$ cat src/rtl/bootseq_pkg.sv
package bootseq_pkg;

    typedef enum logic [2:0] {
        K_NONE  = 3'd0,
        K_REG   = 3'd1,
        K_FIR   = 3'd2,
        K_IIR   = 3'd3,
        K_SEL   = 3'd4,
        K_START = 3'd5,
        K_STOP  = 3'd6
    } cmd_kind_e;

    typedef enum logic [3:0] {
        P_OP, P_REG_A, P_REG_D, P_FIR_N1, P_FIR_N2, P_FIR_C,
        P_IIR, P_SEL, P_DONE, P_ERR
    } parse_st_e;

    typedef enum logic [2:0] {
        L_IDLE, L_HDR, L_HDRW, L_GAP, L_RD, L_END
    } link_st_e;

    localparam logic [7:0]  EE_READ_CMD = 8'h03;
    localparam logic [23:0] OP_REG      = 24'd1;
    localparam logic [23:0] OP_FIR      = 24'd2;
    localparam logic [23:0] OP_IIR      = 24'd3;
    localparam logic [23:0] OP_SEL      = 24'd4;
    localparam logic [23:0] OP_START    = 24'd8;
    localparam logic [23:0] OP_STOP     = 24'd9;
    localparam int          IIR_WORDS   = 8;

    function automatic logic op_is_nop(input logic [23:0] w);
        return (w == 24'd0) || (w == 24'd5) || (w == 24'd6) || (w == 24'd7);
    endfunction

endpackage

$ cat src/rtl/bootseq_spi.sv
module bootseq_spi #(
    parameter int DIV = 2
) (
    input  logic       clk,
    input  logic       rst,
    input  logic       start_i,
    input  logic [7:0] tx_i,
    input  logic       miso_i,
    output logic       done_o,
    output logic [7:0] rx_o,
    output logic       sck_o,
    output logic       mosi_o
);
    localparam int DW = (DIV > 1) ? $clog2(DIV) : 1;

    logic [DW-1:0] div_q;
    logic [2:0]    bit_q;
    logic [7:0]    sh_q, rx_q;
    logic          sck_q, busy_q, done_q;
    logic          tick;

    assign tick = (div_q == DW'(DIV - 1));

    always_ff @(posedge clk) begin
        if (rst) begin
            div_q  <= '0;
            bit_q  <= '0;
            sh_q   <= '0;
            rx_q   <= '0;
            sck_q  <= 1'b0;
            busy_q <= 1'b0;
            done_q <= 1'b0;
        end else begin
            done_q <= 1'b0;
            if (!busy_q) begin
                if (start_i) begin
                    busy_q <= 1'b1;
                    sh_q   <= tx_i;
                    bit_q  <= '0;
                    div_q  <= '0;
                    sck_q  <= 1'b0;
                end
            end else if (tick) begin
                div_q <= '0;
                if (!sck_q) begin
                    sck_q <= 1'b1;
                    rx_q  <= {rx_q[6:0], miso_i};
                end else begin
                    sck_q <= 1'b0;
                    sh_q  <= {sh_q[6:0], 1'b0};
                    if (bit_q == 3'd7) begin
                        busy_q <= 1'b0;
                        done_q <= 1'b1;
                    end else begin
                        bit_q <= bit_q + 3'd1;
                    end
                end
            end else begin
                div_q <= div_q + DW'(1);
            end
        end
    end

    assign done_o = done_q;
    assign rx_o   = rx_q;
    assign sck_o  = sck_q;
    assign mosi_o = sh_q[7];


    mosi_hold_chk: assert property (@(posedge clk) disable iff (rst)
        sck_q |-> $stable(sh_q[7]));

endmodule

$ cat src/rtl/bootseq_parse.sv
module bootseq_parse
    import bootseq_pkg::*;
#(
    parameter int ADDR_W    = 8,
    parameter int MAX_BYTES = 4096
) (
    input  logic              clk,
    input  logic              rst,
    input  logic              byte_valid_i,
    input  logic [7:0]        byte_i,
    output logic              cmd_valid_o,
    output cmd_kind_e         cmd_kind_o,
    output logic [ADDR_W-1:0] cmd_addr_o,
    output logic [23:0]       cmd_data_o,
    output logic              done_o,
    output logic              err_o
);
    localparam int CW  = ADDR_W - 1;
    localparam int BCW = $clog2(MAX_BYTES + 1);

    parse_st_e         st_q;
    logic [1:0]        bpos_q;
    logic [15:0]       acc_q;
    logic [CW-1:0]     n1_q, n2_q;
    logic [ADDR_W-1:0] idx_q, ra_q;
    logic [BCW-1:0]    nbytes_q;
    logic              vld_q;
    cmd_kind_e         kind_q;
    logic [ADDR_W-1:0] addr_q;
    logic [23:0]       data_q;

    logic [23:0]       word;
    logic              active, last_byte, limit_hit;
    logic [ADDR_W-1:0] total, fir_addr, n1_ext;

    assign word      = {acc_q, byte_i};
    assign active    = (st_q != P_DONE) && (st_q != P_ERR);
    assign last_byte = (bpos_q == 2'd2);
    assign limit_hit = (nbytes_q == BCW'(MAX_BYTES - 1)) &&
                       !(last_byte && st_q == P_OP && word == OP_START);
    assign n1_ext    = ADDR_W'(n1_q);
    assign total     = n1_ext + ADDR_W'(n2_q);
    assign fir_addr  = (idx_q < n1_ext) ? {1'b0, idx_q[CW-1:0]}
                                        : {1'b1, CW'(idx_q - n1_ext)};

    always_ff @(posedge clk) begin
        if (rst) begin
            st_q     <= P_OP;
            bpos_q   <= '0;
            acc_q    <= '0;
            n1_q     <= '0;
            n2_q     <= '0;
            idx_q    <= '0;
            ra_q     <= '0;
            nbytes_q <= '0;
            vld_q    <= 1'b0;
            kind_q   <= K_NONE;
            addr_q   <= '0;
            data_q   <= '0;
        end else begin
            vld_q <= 1'b0;
            if (byte_valid_i && active) begin
                nbytes_q <= nbytes_q + BCW'(1);
                acc_q    <= {acc_q[7:0], byte_i};
                bpos_q   <= last_byte ? 2'd0 : bpos_q + 2'd1;
                if (last_byte) begin
                    unique case (st_q)
                        P_OP: begin
                            if (word == OP_REG)      st_q <= P_REG_A;
                            else if (word == OP_FIR) st_q <= P_FIR_N1;
                            else if (word == OP_IIR) begin
                                st_q  <= P_IIR;
                                idx_q <= '0;
                            end
                            else if (word == OP_SEL) st_q <= P_SEL;
                            else if (word == OP_START || word == OP_STOP) begin
                                vld_q  <= 1'b1;
                                kind_q <= (word == OP_START) ? K_START : K_STOP;
                                addr_q <= '0;
                                data_q <= '0;
                                if (word == OP_START) st_q <= P_DONE;
                            end
                            else if (!op_is_nop(word)) st_q <= P_ERR;
                        end
                        P_REG_A: begin
                            ra_q <= word[ADDR_W-1:0];
                            st_q <= P_REG_D;
                        end
                        P_REG_D: begin
                            vld_q  <= 1'b1;
                            kind_q <= K_REG;
                            addr_q <= ra_q;
                            data_q <= word;
                            st_q   <= P_OP;
                        end
                        P_FIR_N1: begin
                            n1_q <= word[CW-1:0];
                            st_q <= P_FIR_N2;
                        end
                        P_FIR_N2: begin
                            n2_q  <= word[CW-1:0];
                            idx_q <= '0;
                            st_q  <= (n1_ext + ADDR_W'(word[CW-1:0]) == '0) ? P_OP : P_FIR_C;
                        end
                        P_FIR_C: begin
                            vld_q  <= 1'b1;
                            kind_q <= K_FIR;
                            addr_q <= fir_addr;
                            data_q <= word;
                            idx_q  <= idx_q + ADDR_W'(1);
                            if (idx_q + ADDR_W'(1) == total) st_q <= P_OP;
                        end
                        P_IIR: begin
                            vld_q  <= 1'b1;
                            kind_q <= K_IIR;
                            addr_q <= idx_q;
                            data_q <= word;
                            idx_q  <= idx_q + ADDR_W'(1);
                            if (idx_q == ADDR_W'(IIR_WORDS - 1)) st_q <= P_OP;
                        end
                        P_SEL: begin
                            vld_q  <= 1'b1;
                            kind_q <= K_SEL;
                            addr_q <= '0;
                            data_q <= word;
                            st_q   <= P_OP;
                        end
                        default: ;
                    endcase
                end
                if (limit_hit) st_q <= P_ERR;
            end
        end
    end

    assign cmd_valid_o = vld_q;
    assign cmd_kind_o  = kind_q;
    assign cmd_addr_o  = addr_q;
    assign cmd_data_o  = data_q;
    assign done_o      = (st_q == P_DONE);
    assign err_o       = (st_q == P_ERR);


    done_err_excl_chk: assert property (@(posedge clk) disable iff (rst)
        !(done_o && err_o));

    strobe_pulse_chk: assert property (@(posedge clk) disable iff (rst)
        cmd_valid_o |=> !cmd_valid_o);

    err_sticky_chk: assert property (@(posedge clk) disable iff (rst)
        err_o |=> err_o);

    quiet_after_done_chk: assert property (@(posedge clk) disable iff (rst)
        done_o |=> (done_o && !cmd_valid_o));

endmodule

$ cat src/rtl/bootseq_top.sv
module bootseq_top
    import bootseq_pkg::*;
#(
    parameter int          ADDR_W    = 8,
    parameter int          SPI_DIV   = 2,
    parameter logic [15:0] EE_BASE   = 16'h0000,
    parameter int          MAX_BYTES = 4096
) (
    input  logic              clk,
    input  logic              rst,
    input  logic              boot_sel_i,
    output logic              spi_cs_n_o,
    output logic              spi_sck_o,
    output logic              spi_mosi_o,
    input  logic              spi_miso_i,
    output logic              host_mode_o,
    output logic              cmd_valid_o,
    output logic [2:0]        cmd_kind_o,
    output logic [ADDR_W-1:0] cmd_addr_o,
    output logic [23:0]       cmd_data_o,
    output logic              done_o,
    output logic              err_o
);
    link_st_e   st_q;
    logic       boot_q;
    logic [1:0] hdr_q;
    logic       spi_start, spi_done;
    logic [7:0] spi_tx, spi_rx;
    logic       p_done, p_err, byte_vld;
    cmd_kind_e  p_kind;

    always_ff @(posedge clk) begin
        if (rst) boot_q <= boot_sel_i;
    end

    always_comb begin
        unique case (hdr_q)
            2'd0:    spi_tx = EE_READ_CMD;
            2'd1:    spi_tx = EE_BASE[15:8];
            default: spi_tx = EE_BASE[7:0];
        endcase
        if (st_q != L_HDR) spi_tx = 8'h00;
    end

    assign spi_start = (st_q == L_HDR) || (st_q == L_GAP && !p_done && !p_err);
    assign byte_vld  = spi_done && (st_q == L_RD);

    always_ff @(posedge clk) begin
        if (rst) begin
            st_q  <= L_IDLE;
            hdr_q <= '0;
        end else begin
            unique case (st_q)
                L_IDLE: if (boot_q) st_q <= L_HDR;
                L_HDR:  st_q <= L_HDRW;
                L_HDRW: if (spi_done) begin
                    if (hdr_q == 2'd2) st_q <= L_GAP;
                    else begin
                        hdr_q <= hdr_q + 2'd1;
                        st_q  <= L_HDR;
                    end
                end
                L_GAP:  st_q <= (p_done || p_err) ? L_END : L_RD;
                L_RD:   if (spi_done) st_q <= L_GAP;
                default: ;
            endcase
        end
    end

    bootseq_spi #(.DIV(SPI_DIV)) u_spi (
        .clk(clk), .rst(rst), .start_i(spi_start), .tx_i(spi_tx),
        .miso_i(spi_miso_i), .done_o(spi_done), .rx_o(spi_rx),
        .sck_o(spi_sck_o), .mosi_o(spi_mosi_o)
    );

    bootseq_parse #(.ADDR_W(ADDR_W), .MAX_BYTES(MAX_BYTES)) u_parse (
        .clk(clk), .rst(rst), .byte_valid_i(byte_vld), .byte_i(spi_rx),
        .cmd_valid_o(cmd_valid_o), .cmd_kind_o(p_kind), .cmd_addr_o(cmd_addr_o),
        .cmd_data_o(cmd_data_o), .done_o(p_done), .err_o(p_err)
    );

    assign cmd_kind_o  = p_kind;
    assign spi_cs_n_o  = (st_q == L_IDLE) || (st_q == L_END);
    assign host_mode_o = !boot_q;
    assign done_o      = p_done;
    assign err_o       = p_err;


    cs_idle_chk: assert property (@(posedge clk) disable iff (rst)
        spi_cs_n_o |-> !spi_sck_o);

    host_quiet_chk: assert property (@(posedge clk) disable iff (rst)
        host_mode_o |-> (spi_cs_n_o && !cmd_valid_o));

    release_on_end_chk: assert property (@(posedge clk) disable iff (rst)
        (st_q == L_END) |=> spi_cs_n_o);

endmodule

$ cat config.mk
export PLATFORM = sky130hd
export DESIGN_NAME = bootseq_top
export DESIGN_NICKNAME = d
export VERILOG_FILES = /design/src/rtl/bootseq_pkg.sv /design/src/rtl/bootseq_spi.sv /design/src/rtl/bootseq_parse.sv /design/src/rtl/bootseq_top.sv
export SDC_FILE = /design/constraint.sdc
export NUM_CORES = 1
export LEC_CHECK = 0
export ABC_AREA = 1
export BUFFER_PORTS_ARGS = -buffer_cell sky130_fd_sc_hd__buf_2
export CELL_PAD_IN_SITES_DETAIL_PLACEMENT = 0
export CELL_PAD_IN_SITES_GLOBAL_PLACEMENT = 2
export CORE_UTILIZATION = 34
export CTS_BUF_LIST = sky130_fd_sc_hd__clkbuf_8 sky130_fd_sc_hd__clkbuf_16
export DETAILED_ROUTE_END_ITERATION = 7
export PLACE_DENSITY_LB_ADDON = 0.1
export SYNTH_ARGS = -nofsm -noshare
export SYNTH_HDL_FRONTEND = slang
export SYNTH_HIERARCHICAL = 1
export SYNTH_SLANG_ARGS = --single-unit
$ cat constraint.sdc
create_clock -name clk -period 2.62 [get_ports clk]
set_input_delay 0.393 -clock clk [delete_from_list [all_inputs] [get_ports clk]]
set_output_delay 0.393 -clock clk [all_outputs]
set_load 0.01 [all_outputs]
==> results.rst <==
.. list-table::
   :header-rows: 1

   * - Metric
     - Value
   * - Die Footprint
     - 20800 um2
   * - Worst relative slew slack
     - 0.361
   * - Setup TNS
     - 0 ps
   * - Number of slew-limit violations in the final report
     - 0
   * - Unrepaired setup endpoints after global routing
     - no
   * - Clock Tree Buf Depth
     - 2
   * - Antenna Diode Count
     - 0
   * - Most common cell after layout, fill and taps aside
     - nand2_1
   * - CP required
     - 2920 ps
   * - Netlist area before placement
     - 6870 um2
   * - Aggregate routed wire length
     - 19400 um
   * - H-tree depth
     - 4
   * - Commonest register cell after synthesis
     - dfxtp_1
   * - Dpl hpwl
     - 14600 um
   * - Type of element capturing the critical path
     - flip-flop
   * - Worst-case setup margin in the final layout
     - 260 ps
   * - Cell at the root of the clock tree
     - clkbuf_16
   * - Hold Slack
     - 145 ps
   * - Actual slew at the worst max-slew pin
     - 957 ps
   * - Class of the tightest hold or removal check
     - in2reg
   * - Quantity of I/O buffers inserted on ports
     - 45
   * - Via density
     - 4.83
   * - Period utilisation layout
     - 0.901
   * - Distinct cell type count after synthesis
     - 43
   * - Area added between synthesis and finish
     - 17.4%
   * - Area taken by multi-input logic gates
     - 3690 um2
   * - Post-CTS setup buffer count
     - 0
   * - TritonCTS Buffers
     - 17
   * - Core outline area
     - 19700 um2
   * - Final cell utilization of the core
     - 0.410
   * - ANT nets after route
     - 0
   * - Effective utilization at floorplan
     - 0.350
   * - I/O pins
     - 46
   * - CTS tree
     - done
   * - Commonest non-fill, non-tap cells in the layout
     - nand2_1, nor2_1, dfxtp_1
   * - Pleak
     - 3.71 nW
   * - Global-route wire length before repair
     - 31400 um
   * - Result of the run
     - finished clean
   * - Final nets
     - 1093
   * - Achievable Freq
     - 424 MHz
   * - Height of the chip
     - 144 um
   * - Category of the worst setup path launch point
     - flip-flop
   * - Number of synthesized register bits
     - 130
   * - Clock slew at the register clock pins of the worst setup and hold paths
     - 60 ps
   * - Pre-Repair DR Iteration Count
     - 8
   * - Number of failing setup endpoints in the final timing report
     - 0
   * - Remaining global-route overflow
     - 0
   * - Site Rows
     - 51
   * - Overall via count from detail_route
     - 6458
   * - Routability congestion estimate
     - 0.800
   * - Post-placement worst setup slack
     - 203 ps
   * - Aggregate global-route resource usage
     - 0.198
   * - Starting DRT DRC Count
     - 299
   * - Via count of the first global-routing pass
     - 5933
   * - Crit path arrival time
     - 2660 ps
   * - Mean post-synth cell area
     - 6.87 um2
   * - Insertion delay to the later sink of the worst-skew pair
     - 430 ps
   * - Min Clock Period, post-route
     - 2360 ps
   * - Post-synth ARST share
     - 0
   * - Crit-path max FO
     - 13
   * - Count of endpoints failing hold in the final timing report
     - 0
   * - Gate count after technology mapping
     - 1000
   * - Kind of critical path
     - reg2reg
   * - Largest net degree at the start of global routing
     - 35
   * - Share of cells above drive strength 1
     - 0.127
   * - Number of antenna violations at the first check in global routing
     - 0
   * - Number of sinks handled by clock tree synthesis
     - 130
   * - Pwr/cell area
     - 661 nW/um2
   * - Number of enable-type register cells in the synthesized netlist
     - 1
   * - Seq/Total Area, Yosys
     - 0.380
   * - Clk_skew
     - 16.5 ps
   * - Worst IR drop on VDD
     - 0.459 mV
   * - Area occupied by registers
     - 2620 um2
   * - Routed WL per cell
     - 14.5 um
   * - Number of remaining DRC errors
     - 0
   * - Filler Cell Count
     - 2184
   * - Max-cap check violation count
     - 0
   * - Count of hold buffers inserted by post-cts repair
     - 0
   * - Width of the die
     - 144 um
   * - Yosys synthesis warning count
     - 6
stage by stage:
stage                     power, mW  std cells  instance area (um2)
final                          5.33       1337                 8070
after floorplan                2.71       1005                 6890
after global placement         2.90       1305                 7440
after global routing           5.59       1337                 8070
after CTS                      5.42       1337                 8060
after detailed placement       2.89       1305                 7440
synthesized netlist by cell type, drive strengths merged, types with 2 or more instances:
cell type,n,share of area
nand4,16,0.015
o21ai,76,0.057
o211ai,7,0.0084
inv,110,0.060
nand3,83,0.060
fa,3,0.0087
a31oi,2,0.0018
nand2,221,0.13
nor2,146,0.086
clkbuf,18,0.0098
a21oi,100,0.073
dfxtp,129,0.38
nor3b,2,0.0022
xor2,5,0.0064
a211oi,2,0.0022
nand3b,5,0.0055
ha,27,0.049
nor4,3,0.0036
xnor2,3,0.0038
buf,15,0.016
o21bai,8,0.0087
nor3,10,0.0073
where the power goes:
part	switching [mW]	internal [mW]
Combinational	0.434	0.226
Clock	0.922	1.57
Sequential	0.0977	2.08
what timing repair did:
action                                  4_1_cts  5_1_grt
endpoints found under the setup margin        0        4
endpoints found under the hold margin         0        0
gates resized for setup                       0        3
worst max-delay path, cell delays in order (launching register included):
cell and delay [ps]:
dfxtp_1 320, inv_1 80, ha_1 210, fa_1 420, o21ai_0 280, nand4_1 140, nand2_1 330, nand2_1 110
o211ai_1 110, nand3_1 100, nand2_1 80, a21oi_1 60
cell families (layout without fill, tap and decap cells):
| logic type | Yosys count | in the layout | share of synthesized area |
|---|---|---|---|
| AND/OR/NAND/NOR | 487 | 487 | 0.306 |
| adder cells (fa/ha/maj) | 30 | 30 | 0.0579 |
| buffers and inverters | 143 | 210 | 0.0861 |
| flip-flops | 130 | 130 | 0.380 |
| XOR/XNOR | 8 | 8 | 0.0102 |
| AO/OA/AOI/OAI | 201 | 201 | 0.159 |
| other | 1 | 6 | 0.000546 |
routing by layer:
layer	track usage	wire length (um)	vias up
met5	0	0	-
met4	0.0521	138	0
met3	0.0394	770	9
met2	0.314	8810	115
met1	0.273	9650	2940
li1	-	-	3394
final timing paths:
check | startpoint | to | slack [ps] | depth (start not counted)
worst max-delay path | u_parse/idx_q[0] | u_parse/cmd_addr_o[1] | 260 | 11
worst min-delay path | boot_sel_i | boot_q | 150 | 1
worst max register to register | u_parse/idx_q[0] | u_parse/cmd_addr_o[1] | 260 | 11
worst min register to register | u_parse/cmd_data_o[2] | u_parse/cmd_data_o[2] | 460 | 2
layout make-up:
class                           instances  area share
Clock buffer                           19      0.0575
Clock inverter                         13      0.0194
Inverter                              110      0.0512
Multi-Input combinational cell        732       0.457
Sequential cell                       130       0.324
Tap cell                              265      0.0411
Timing Repair Buffer                   68      0.0493
state kept, by name, indices dropped and copies added (netlist names), 3 cells and up:
| signal | cells |
|---|---|
| st_q | 3 |
| u_parse/acc_q | 16 |
| u_parse/cmd_addr_o | 8 |
| u_parse/cmd_data_o | 24 |
| u_parse/cmd_kind_o | 3 |
| u_parse/idx_q | 8 |
| u_parse/n1_q | 7 |
| u_parse/n2_q | 7 |
| u_parse/nbytes_q | 13 |
| u_parse/ra_q | 8 |
| u_parse/st_q | 4 |
| u_spi/bit_q | 3 |
| u_spi/rx_o | 8 |
| u_spi/sh_q | 8 |
Power figures use the tool's default switching activity.
